## src/rtl/pmc_pkg.sv

```systemverilog
package pmc_pkg;
   typedef enum logic [1:0] {
      PM_RUN  = 2'b00,
      PM_IDLE = 2'b01,
      PM_DOWN = 2'b10
   } pm_mode_e;

   // control bit positions (decoded by the core's write data)
   localparam int CB_IDLE_ARM = 0;
   localparam int CB_IDLE_GO  = 1;
   localparam int CB_DOWN_ARM = 2;
   localparam int CB_DOWN_GO  = 3;
   localparam int CB_W        = 4;
endpackage

```

## src/rtl/pmc_seq.sv

```systemverilog
module pmc_seq
   import pmc_pkg::*;
(
   input  logic            clk_i,
   input  logic            rst_ni,
   input  logic            instr_done_i,
   input  logic            ctl_wr_i,
   input  logic [CB_W-1:0] ctl_wdata_i,
   input  logic            irq_pend_i,
   output pm_mode_e        mode_q,
   output logic [CB_W-1:0] req_q,
   output logic            enter_stb
);
   pm_mode_e        mode_n;
   logic [CB_W-1:0] req_n;
   logic            take, idle_fire, down_fire;

   assign take      = ctl_wr_i & instr_done_i & (mode_q == PM_RUN);
   assign idle_fire = take & ctl_wdata_i[CB_IDLE_GO] & req_q[CB_IDLE_ARM];
   assign down_fire = take & ctl_wdata_i[CB_DOWN_GO] & req_q[CB_DOWN_ARM];
   assign enter_stb = idle_fire | down_fire;

   always_comb begin
      mode_n = mode_q;
      req_n  = req_q;
      unique case (mode_q)
         PM_RUN: begin
            if (down_fire) begin
               mode_n = PM_DOWN;
               req_n = '0;
               req_n[CB_DOWN_GO] = 1'b1;
            end else if (idle_fire) begin
               mode_n = PM_IDLE;
               req_n = '0;
               req_n[CB_IDLE_GO] = 1'b1;
            end else if (instr_done_i) begin
               req_n = '0;
               if (take) begin
                  req_n[CB_IDLE_ARM] = ctl_wdata_i[CB_IDLE_ARM];
                  req_n[CB_DOWN_ARM] = ctl_wdata_i[CB_DOWN_ARM];
               end
            end
         end
         PM_IDLE: begin
            if (irq_pend_i) begin
               mode_n = PM_RUN;
               req_n  = '0;
            end
         end
         PM_DOWN: begin
            mode_n = PM_DOWN;
         end
         default: begin
            mode_n = PM_RUN;
            req_n  = '0;
         end
      endcase
   end

   always_ff @(posedge clk_i or negedge rst_ni) begin
      if (!rst_ni) begin
         mode_q <= PM_RUN;
         req_q  <= '0;
      end else begin
         mode_q <= mode_n;
         req_q  <= req_n;
      end
   end
endmodule

```

## src/rtl/pmc_snap.sv

```systemverilog
module pmc_snap #(
   parameter int PORT_W   = 8,
   parameter int GP_PORTS = 5,
   localparam int GP_W    = PORT_W * GP_PORTS
) (
   input  logic              clk_i,
   input  logic              rst_ni,
   input  logic              enter_stb,
   input  logic              ext_fetch_i,
   input  logic [PORT_W-1:0] ad_lo_i,
   input  logic [PORT_W-1:0] hi_sfr_i,
   input  logic [PORT_W-1:0] hi_addr_i,
   input  logic [GP_W-1:0]   gp_dat_i,
   input  logic [GP_W-1:0]   gp_alt_en_i,
   input  logic [GP_W-1:0]   gp_alt_i,
   output logic              ext_q,
   output logic [PORT_W-1:0] ad_lo_q,
   output logic [PORT_W-1:0] hi_sfr_q,
   output logic [PORT_W-1:0] hi_addr_q,
   output logic [GP_W-1:0]   gp_out_q,
   output logic [GP_W-1:0]   gp_alt_en_q
);
   logic [GP_W-1:0] gp_run;

   assign gp_run = (gp_alt_en_i & gp_alt_i) | (~gp_alt_en_i & gp_dat_i);

   always_ff @(posedge clk_i or negedge rst_ni) begin
      if (!rst_ni) begin
         ext_q       <= 1'b0;
         ad_lo_q     <= '0;
         hi_sfr_q    <= '0;
         hi_addr_q   <= '0;
         gp_out_q    <= '0;
         gp_alt_en_q <= '0;
      end else if (enter_stb) begin
         ext_q       <= ext_fetch_i;
         ad_lo_q     <= ad_lo_i;
         hi_sfr_q    <= hi_sfr_i;
         hi_addr_q   <= hi_addr_i;
         gp_out_q    <= gp_run;
         gp_alt_en_q <= gp_alt_en_i;
      end
   end
endmodule

```

## src/rtl/pmc_pins.sv

```systemverilog
module pmc_pins
   import pmc_pkg::*;
#(
   parameter int PORT_W   = 8,
   parameter int GP_PORTS = 5,
   localparam int GP_W    = PORT_W * GP_PORTS
) (
   input  pm_mode_e          mode_i,
   input  logic              ext_fetch_i,
   input  logic              ale_i,
   input  logic              psen_i,
   input  logic [PORT_W-1:0] ad_lo_i,
   input  logic              ad_lo_oe_i,
   input  logic [PORT_W-1:0] hi_sfr_i,
   input  logic [PORT_W-1:0] hi_addr_i,
   input  logic [GP_W-1:0]   gp_dat_i,
   input  logic [GP_W-1:0]   gp_alt_en_i,
   input  logic [GP_W-1:0]   gp_alt_i,
   input  logic              ext_q,
   input  logic [PORT_W-1:0] ad_lo_q,
   input  logic [PORT_W-1:0] hi_sfr_q,
   input  logic [PORT_W-1:0] hi_addr_q,
   input  logic [GP_W-1:0]   gp_out_q,
   input  logic [GP_W-1:0]   gp_alt_en_q,
   output logic              cpu_clk_en_o,
   output logic              per_clk_en_o,
   output logic              ale_o,
   output logic              psen_o,
   output logic [PORT_W-1:0] ad_lo_o,
   output logic              ad_lo_oe_o,
   output logic [PORT_W-1:0] hi_o,
   output logic [GP_W-1:0]   gp_o
);
   logic is_run, is_idle;

   assign is_run       = (mode_i == PM_RUN);
   assign is_idle      = (mode_i == PM_IDLE);
   assign cpu_clk_en_o = is_run;
   assign per_clk_en_o = (mode_i != PM_DOWN);

   always_comb begin
      if (is_run) begin
         ale_o      = ale_i;
         psen_o     = psen_i;
         ad_lo_o    = ad_lo_i;
         ad_lo_oe_o = ad_lo_oe_i;
         hi_o       = ext_fetch_i ? hi_addr_i : hi_sfr_i;
      end else begin
         ale_o      = is_idle;
         psen_o     = is_idle;
         ad_lo_o    = ad_lo_q;
         ad_lo_oe_o = ~ext_q;
         hi_o       = (ext_q && is_idle) ? hi_addr_q : hi_sfr_q;
      end
   end

   for (genvar p = 0; p < GP_PORTS; p++) begin : g_port
      localparam int LO = p * PORT_W;
      logic [PORT_W-1:0] run_v, idle_v;
      assign run_v  = (gp_alt_en_i[LO +: PORT_W] & gp_alt_i[LO +: PORT_W])
                    | (~gp_alt_en_i[LO +: PORT_W] & gp_dat_i[LO +: PORT_W]);
      assign idle_v = (gp_alt_en_q[LO +: PORT_W] & gp_alt_i[LO +: PORT_W])
                    | (~gp_alt_en_q[LO +: PORT_W] & gp_out_q[LO +: PORT_W]);
      assign gp_o[LO +: PORT_W] = is_run  ? run_v  :
                                  is_idle ? idle_v : gp_out_q[LO +: PORT_W];
   end
endmodule

```

## src/rtl/pwr_idle_ctl.sv

```systemverilog
module pwr_idle_ctl
   import pmc_pkg::*;
#(
   parameter int PORT_W   = 8,
   parameter int GP_PORTS = 5,
   localparam int GP_W    = PORT_W * GP_PORTS
) (
   input  logic              clk_i,
   input  logic              rst_ni,
   input  logic              instr_done_i,
   input  logic              ctl_wr_i,
   input  logic [3:0]        ctl_wdata_i,
   input  logic              irq_pend_i,
   input  logic              ext_fetch_i,
   input  logic              ale_i,
   input  logic              psen_i,
   input  logic [PORT_W-1:0] ad_lo_i,
   input  logic              ad_lo_oe_i,
   input  logic [PORT_W-1:0] hi_sfr_i,
   input  logic [PORT_W-1:0] hi_addr_i,
   input  logic [GP_W-1:0]   gp_dat_i,
   input  logic [GP_W-1:0]   gp_alt_en_i,
   input  logic [GP_W-1:0]   gp_alt_i,
   output logic [1:0]        mode_o,
   output logic [3:0]        req_o,
   output logic              cpu_clk_en_o,
   output logic              per_clk_en_o,
   output logic              ale_o,
   output logic              psen_o,
   output logic [PORT_W-1:0] ad_lo_o,
   output logic              ad_lo_oe_o,
   output logic [PORT_W-1:0] hi_o,
   output logic [GP_W-1:0]   gp_o
);
   if (PORT_W < 1) begin : g_bad_port_w
      $error("pwr_idle_ctl: PORT_W must be at least 1");
   end
   if (GP_PORTS < 1) begin : g_bad_gp_ports
      $error("pwr_idle_ctl: GP_PORTS must be at least 1");
   end

   pm_mode_e          mode_q;
   logic [CB_W-1:0]   req_q;
   logic              enter_stb, ext_q;
   logic [PORT_W-1:0] ad_lo_q, hi_sfr_q, hi_addr_q;
   logic [GP_W-1:0]   gp_out_q, gp_alt_en_q;

   pmc_seq u_seq (
      .clk_i        (clk_i),
      .rst_ni       (rst_ni),
      .instr_done_i (instr_done_i),
      .ctl_wr_i     (ctl_wr_i),
      .ctl_wdata_i  (ctl_wdata_i),
      .irq_pend_i   (irq_pend_i),
      .mode_q       (mode_q),
      .req_q        (req_q),
      .enter_stb    (enter_stb)
   );

   pmc_snap #(.PORT_W(PORT_W), .GP_PORTS(GP_PORTS)) u_snap (
      .clk_i       (clk_i),
      .rst_ni      (rst_ni),
      .enter_stb   (enter_stb),
      .ext_fetch_i (ext_fetch_i),
      .ad_lo_i     (ad_lo_i),
      .hi_sfr_i    (hi_sfr_i),
      .hi_addr_i   (hi_addr_i),
      .gp_dat_i    (gp_dat_i),
      .gp_alt_en_i (gp_alt_en_i),
      .gp_alt_i    (gp_alt_i),
      .ext_q       (ext_q),
      .ad_lo_q     (ad_lo_q),
      .hi_sfr_q    (hi_sfr_q),
      .hi_addr_q   (hi_addr_q),
      .gp_out_q    (gp_out_q),
      .gp_alt_en_q (gp_alt_en_q)
   );

   pmc_pins #(.PORT_W(PORT_W), .GP_PORTS(GP_PORTS)) u_pins (
      .mode_i       (mode_q),
      .ext_fetch_i  (ext_fetch_i),
      .ale_i        (ale_i),
      .psen_i       (psen_i),
      .ad_lo_i      (ad_lo_i),
      .ad_lo_oe_i   (ad_lo_oe_i),
      .hi_sfr_i     (hi_sfr_i),
      .hi_addr_i    (hi_addr_i),
      .gp_dat_i     (gp_dat_i),
      .gp_alt_en_i  (gp_alt_en_i),
      .gp_alt_i     (gp_alt_i),
      .ext_q        (ext_q),
      .ad_lo_q      (ad_lo_q),
      .hi_sfr_q     (hi_sfr_q),
      .hi_addr_q    (hi_addr_q),
      .gp_out_q     (gp_out_q),
      .gp_alt_en_q  (gp_alt_en_q),
      .cpu_clk_en_o (cpu_clk_en_o),
      .per_clk_en_o (per_clk_en_o),
      .ale_o        (ale_o),
      .psen_o       (psen_o),
      .ad_lo_o      (ad_lo_o),
      .ad_lo_oe_o   (ad_lo_oe_o),
      .hi_o         (hi_o),
      .gp_o         (gp_o)
   );

   assign mode_o = mode_q;
   assign req_o  = req_q;
endmodule

```

## config.mk

```make
export PLATFORM = sky130hd
export DESIGN_NAME = pwr_idle_ctl
export DESIGN_NICKNAME = d
export VERILOG_FILES = /design/src/rtl/pmc_pkg.sv /design/src/rtl/pmc_seq.sv /design/src/rtl/pmc_snap.sv /design/src/rtl/pmc_pins.sv /design/src/rtl/pwr_idle_ctl.sv
export SDC_FILE = /design/constraint.sdc
export NUM_CORES = 1
export LEC_CHECK = 0
export CORE_MARGIN = 4
export CORE_UTILIZATION = 45
export DETAILED_ROUTE_END_ITERATION = 10
export GPL_TIMING_DRIVEN = 0
export PLACE_DENSITY_LB_ADDON = 0.2
export SYNTH_ARGS = -nofsm -noshare
export SYNTH_HDL_FRONTEND = slang
export SYNTH_SLANG_ARGS = --single-unit
```

## constraint.sdc

```tcl
create_clock -name clk_i -period 2 [get_ports clk_i]
set_input_delay 0.4 -clock clk_i [delete_from_list [all_inputs] [get_ports clk_i]]
set_output_delay 0.4 -clock clk_i [all_outputs]
set_load 0.03 [all_outputs]
```

==> metrics.cfg, run 1 <==
[sta]
maxSlewViolCount=0
fin_crit_ps=2233
worst_pin_slew_ps=661.8
finalCritPeriodShare_pct=111.6
setup_slack_ps=-232.8
finalSetupViolations=57
worst_hold_slack_ps=74.60
slew_headroom_pct=55.88
final.setup.tns_ps=-9297
clock.fmax_ghz=0.4479
rsz0062_at_grt=yes
hold_viol_final=0
clock_skew_ps=5.951

[finish]
area_delta_synth_final_pct=59.50
drive_gt1_share_pct=30.35
antenna_cells=0
nFillCells=945
final_util_pct=73.88
seq_area_um2=2780
fin_area_um2=9861
fin_nets=990
final_cells=1013
multi_input_area_um2=3675

[clocking]
clk_path_buf_depth=2
clkTransAtPathRegs_ps=70
root_buffer=clkbuf_16
cts_buffers=9
cts_hold_buf=0
cts_num_sinks=111
ctsHtreeMaxLevel=3
cts_tree=yes
worstSkewPairLatency_ps=350

[synth]
syn_area_per_cell_um2=10.57
ys_top_cells_by_count=111 x dfrtp_1, 77 x mux2i_1, 71 x nand2_1
synth_edf_count=0
ys_types=28
synthCells=585
synth_area_leaders=dfrtp_1 45%, mux2i_1 12%, mux2_2 11%, o221ai_1 5.2%, nor2b_1 4.9%
ys_ff_latch=111
yosysTopAreaCell=dfrtp_1
yosysWarnings=0
ys_seq_area_share_pct=44.93
ys.flop_type=dfrtp_1
synth_area_um2=6182
async_flop_share_pct=100.0
yosysMostFrequentCell=dfrtp_1
syn_nets=742
synth_top_cell_area_share_pct=44.93

[power_and_ir_drop]
total_power_mw=14.39
power.density_nw_per_um2=1459
ir_drop_mv=1.002
p_leak_nw=4.244

[placed_design]
dp.cells=985
dpl_worst_slack_ps=-865.3
port_buffers=223
gp_congestion=0.8205
dp_hpwl_mm=14.31
placed_area_um2=9104

[route]
drt_iter0_markers=297
routedWlPerCell_um=19.16
first_pass_iters=4
route.vias.total=5489
ant_nets=0
routed_wl_mm=19.41
drc=0
vias_per_cell=5.419

[worst_hold_path]
hold_class=in2async

[setup_path]
critPathMaxFanout=7
worst_ep_required_time_ps=1600
cp_data_arrival_time_ps=1830
endpoint_kind=output pin
criticalPathCategory=reg2out
critPathLaunchType=flip-flop

[floorplan]
die_y_um=125.2
start_util_pct=46.32
rows=42
die-area_um2=15680
die_w_um=125.2
core_area_um2=13350
pin_count=224

[status]
violations=negative setup slack
status=complete, but fails checks

[global_route]
grt_use_total_pct=24.58
grt_pass1_vias=5878
grt_pass1_wl_mm=30.95
grt_antenna_before_repair=0
grt_max_degree=63
grt_overflow=0

[flow_run]
cap_violations=0

worst paths after layout:
| path | cells after the start | end | slack, ps | from |
|---|---|---|---|---|
| setup / recovery | 6 | gp_o[5] | -230 | u_seq.mode_q[1] |
| hold reg to reg | 1 | u_seq.req_q[1] | 490 | u_seq.req_q[1] |
| setup reg to reg | 6 | u_snap.hi_addr_q[0] | 100 | u_seq.mode_q[1] |
| min in group clk_i | 1 | u_seq.req_q[1] | 490 | u_seq.req_q[1] |
| max in group asynchronous | 2 | u_seq.mode_q[1] | 1170 | rst_ni |
| hold / removal | 1 | u_snap.gp_alt_en_q[21] | 70 | rst_ni |
where the power goes:
part           internal (mW)  switching, mW  leakage [nW]  total [mW]
Clock                  0.962          0.791         0.135        1.75
Sequential              3.35          0.736          1.33        4.09
Combinational           4.03           4.52          2.78        8.55
Total                   8.34           6.05          4.24        14.4
worst max-delay path: stages (launching register included):
cell and delay, ps:
dfrtp_2 420, buf_8 130, or2_4 250, buf_12 160, buf_16 150, o221ai_4 220
buf_6 160
layout by cell type (no fill, tap or decap), types with 10 or more instances in the layout:
cell type and instances:
clkdlybuf4s50_1 159, dfrtp_1 109, mux2i_1 77, nand2_1 71, mux2_2 58, nor2b_1 48, buf_6 46, inv_1 41
buf_4 38, o221ai_4 25, o21ai_2 23, o21ai_1 13, mux2_1 13, clkbuf_16 10, a22o_1 10
cell type report:
cell class / count / share of cell area [%]
plain buffers: 36 / 3.769
repair buffers: 237 / 24.10
multi-input cells: 396 / 37.27
inverters: 42 / 1.599
well taps: 176 / 2.233
flip-flops and latches: 111 / 28.19
clock inverters: 4 / 0.4822
clock buffers: 11 / 2.360
logic make-up after synthesis:
kind of cell / Yosys count / share of synthesized area, %
flops: 111 / 44.93
simple gates: 133 / 10.83
mux: 148 / 25.40
buf+inv: 78 / 5.728
compound gates: 115 / 13.12
per-layer routing:
| layer | track usage, % | up-vias | wire, µm | share of wire (%) |
|---|---|---|---|---|
| li1 | - | 2585 | - | - |
| met1 | 30.25 | 2706 | 7905 | 41 |
| met2 | 42.64 | 173 | 9838 | 51 |
| met3 | 6.482 | 25 | 1303 | 6.7 |
| met4 | 7.143 | 0 | 359 | 1.8 |
| met5 | 0 | - | 0 | 0 |
sequential cells by signal, summed over array words and instances, names as in the netlist:
register	cells
u_seq.req_q	4
u_snap.gp_alt_en_q	40
u_seq.mode_q	2
u_snap.hi_sfr_q	8
u_snap.hi_addr_q	8
u_snap.ext_q	1
u_snap.gp_out_q	40
u_snap.ad_lo_q	8
repair_timing:
item | 4_1_cts | 5_1_grt
pin swaps | 10 | 3
endpoints found under the setup margin | 61 | 82
gates cloned | 3 | 0
resized for setup | 521 | 27
buffers inserted | 9 | 1
(Power assumes the default switching activity.)
==> run 2, diff against run 1 <==
- CORE_UTILIZATION: 45 -> 31
==> metrics.cfg, run 2 (synthesis results as in run 1) <==
[floorplan]
pin_count=224
die_w_um=149.2
start_util_pct=31.66
die-area_um2=22270
rows=51
die_y_um=149.2
core_area_um2=19530

[global_route]
grt_util_met2_pct=31.16
grt_util_met1_pct=24.68
top_usage_layer=met2
grt_use_total_pct=18.64
grt_max_degree=66
grt_overflow=0
grt_antenna_before_repair=0
grt_pass1_wl_mm=32.56
grt.met3_usage_pct=3.555
grt_pass1_vias=5915

[setup_path]
critPathLaunchType=flip-flop
worstSetupStartpoint=u_seq.mode_q[1]
cp_data_arrival_time_ps=1830
r2r-start=u_seq.mode_q[1]
endpoint_kind=output pin
critPathMaxFanout=7
r2r_cells=7
criticalPathCategory=reg2out
reg2reg_slack_ps=20
endpoint=gp_o[32]
worst_ep_required_time_ps=1600
rr_endpoint=u_snap.hi_addr_q[4]

[placed_design]
gp_congestion=0.7939
placed_area_um2=9219
dpl_worst_slack_ps=-926.0
dp_hpwl_mm=15.53
dp.cells=1074
port_buffers=223

[route]
routedWlPerCell_um=19.14
routed_wl_mm=21.40
drt_iter0_markers=276
first_pass_iters=4
route.vias.total=5516
vias_per_cell=4.934
ant_nets=0
drc=0

[status]
violations=negative setup slack
status=complete, but fails checks

[sta]
maxSlewViolCount=0
finalCritPeriodShare_pct=111.3
setup_slack_ps=-226.8
rsz0062_at_grt=yes
clock.fmax_ghz=0.4491
slew_headroom_pct=67.28
worst_hold_slack_ps=487.2
hold_viol_final=0
finalSetupViolations=57
final.setup.tns_ps=-9472
clock_skew_ps=9.859
fin_crit_ps=2227
worst_pin_slew_ps=490.9

[finish]
largestRegisters=u_snap.gp_alt_en_q (40), u_snap.gp_out_q (40)
fin_nets=1005
final_common_cell=clkdlybuf4s50_1
final_cells=1118
antenna_cells=0
drive_gt1_share_pct=36.11
fin_area_um2=10610
area_delta_synth_final_pct=71.67
final_cell_mix=158 x clkdlybuf4s50_1, 109 x dfrtp_1, 77 x mux2i_1

[clocking]
worstSkewPairLatency_ps=360
cts_buffers=9
cts_num_sinks=111
root_buffer=clkbuf_16
clkTransAtPathRegs_ps=70
ctsHtreeMaxLevel=3
clk_path_buf_depth=2
cts_tree=yes

[power_and_ir_drop]
p_sw_share_pct=41.37
p_sw_mw=6.425
p_leak_nw=4.473
combPwrFrac_pct=60.5
ir_drop_mv=0.6433
intPower_mw=9.104
power.density_nw_per_um2=1463
sequentialPowerShare_pct=26.5
clkPwrFrac_pct=13.0

[worst_hold_path]
hold_class=reg2reg

[flow_run]
cap_violations=0

## run 2: cell types whose count changed in the layout (fill, tap and decap cells not counted), sizes merged
| cell | previous run | this run |
|---|---|---|
| inv | 42 | 43 |
| dlygate4sd3 | 0 | 1 |
| clkdlybuf4s50 | 159 | 158 |
| dlygate4sd2 | 0 | 2 |
| buf | 101 | 113 |
| clkinvlp | 1 | 2 |
| clkbuf | 23 | 24 |
| clkdlybuf4s15 | 1 | 0 |
| bufinv | 1 | 2 |
| clkinv | 2 | 1 |
## run 2: worst min path at each step
stage                     slack, ps                   to           startpoint  depth (start not counted)
after global placement          470   u_snap.hi_sfr_q[4]   u_snap.hi_sfr_q[4]                          1
after CTS                       490  u_snap.hi_addr_q[0]  u_snap.hi_addr_q[0]                          1
after floorplan                 100      u_seq.mode_q[0]               rst_ni                          0
after detailed placement        370   u_snap.hi_sfr_q[1]               rst_ni                          1
after global routing            510  u_snap.hi_addr_q[0]  u_snap.hi_addr_q[0]                          1
final                           490  u_snap.hi_addr_q[0]  u_snap.hi_addr_q[0]                          1
## run 2: per-stage QoR
stage | power [mW] | utilization [%]
finish | 15.53 | 54.35
global route | 16.40 | 54.35
detailed placement | 11.79 | 47.21
floorplan | 8.837 | -
CTS | 15.00 | 51.78
global placement | 11.57 | 47.07
## run 2: power groups by stage
stage | Sequential (mW) | Clock (mW) | Combinational [mW]
after CTS | 4.05 | 2.08 | 8.87
after global routing | 4.24 | 2.17 | 9.99
after floorplan | 3.92 | 0 | 4.91
final | 4.11 | 2.03 | 9.39
after detailed placement | 4.05 | 0 | 7.74
after global placement | 3.98 | 0 | 7.59
## run 2: layout make-up
type                       count  area, µm²
multi-input combinational    396       3882
timing repair buffer         252       2635
clock inverter                 6      92.59
inverter                      42      157.7
tap                          265      331.6
fill                        1714       8914
sequential                   111       2780
clock buffer                  10      239.0
buffer                        36      494.2
## run 2: repair_timing
action	4_1_cts	5_1_grt
setup endpoints to repair	61	117
hold buffers	1	0
buffers inserted	9	12
pin swaps	16	10
gates cloned	3	3
endpoints found under the hold margin	32	0
gates resized for setup	552	108
## run 2: metal layers
metal	share of wire [%]	vias to the layer above
li1	-	2620
met1	44	2722
met2	49	152
met3	5.3	22
met4	1.7	0
met5	0	-
## run 2: worst max-delay path, stage by stage (launching register included)
cell and delay [ps]:
dfrtp_2 420, buf_6 120, or2_4 250, buf_12 170, clkbuf_16 170, o221ai_4 180
buf_6 160
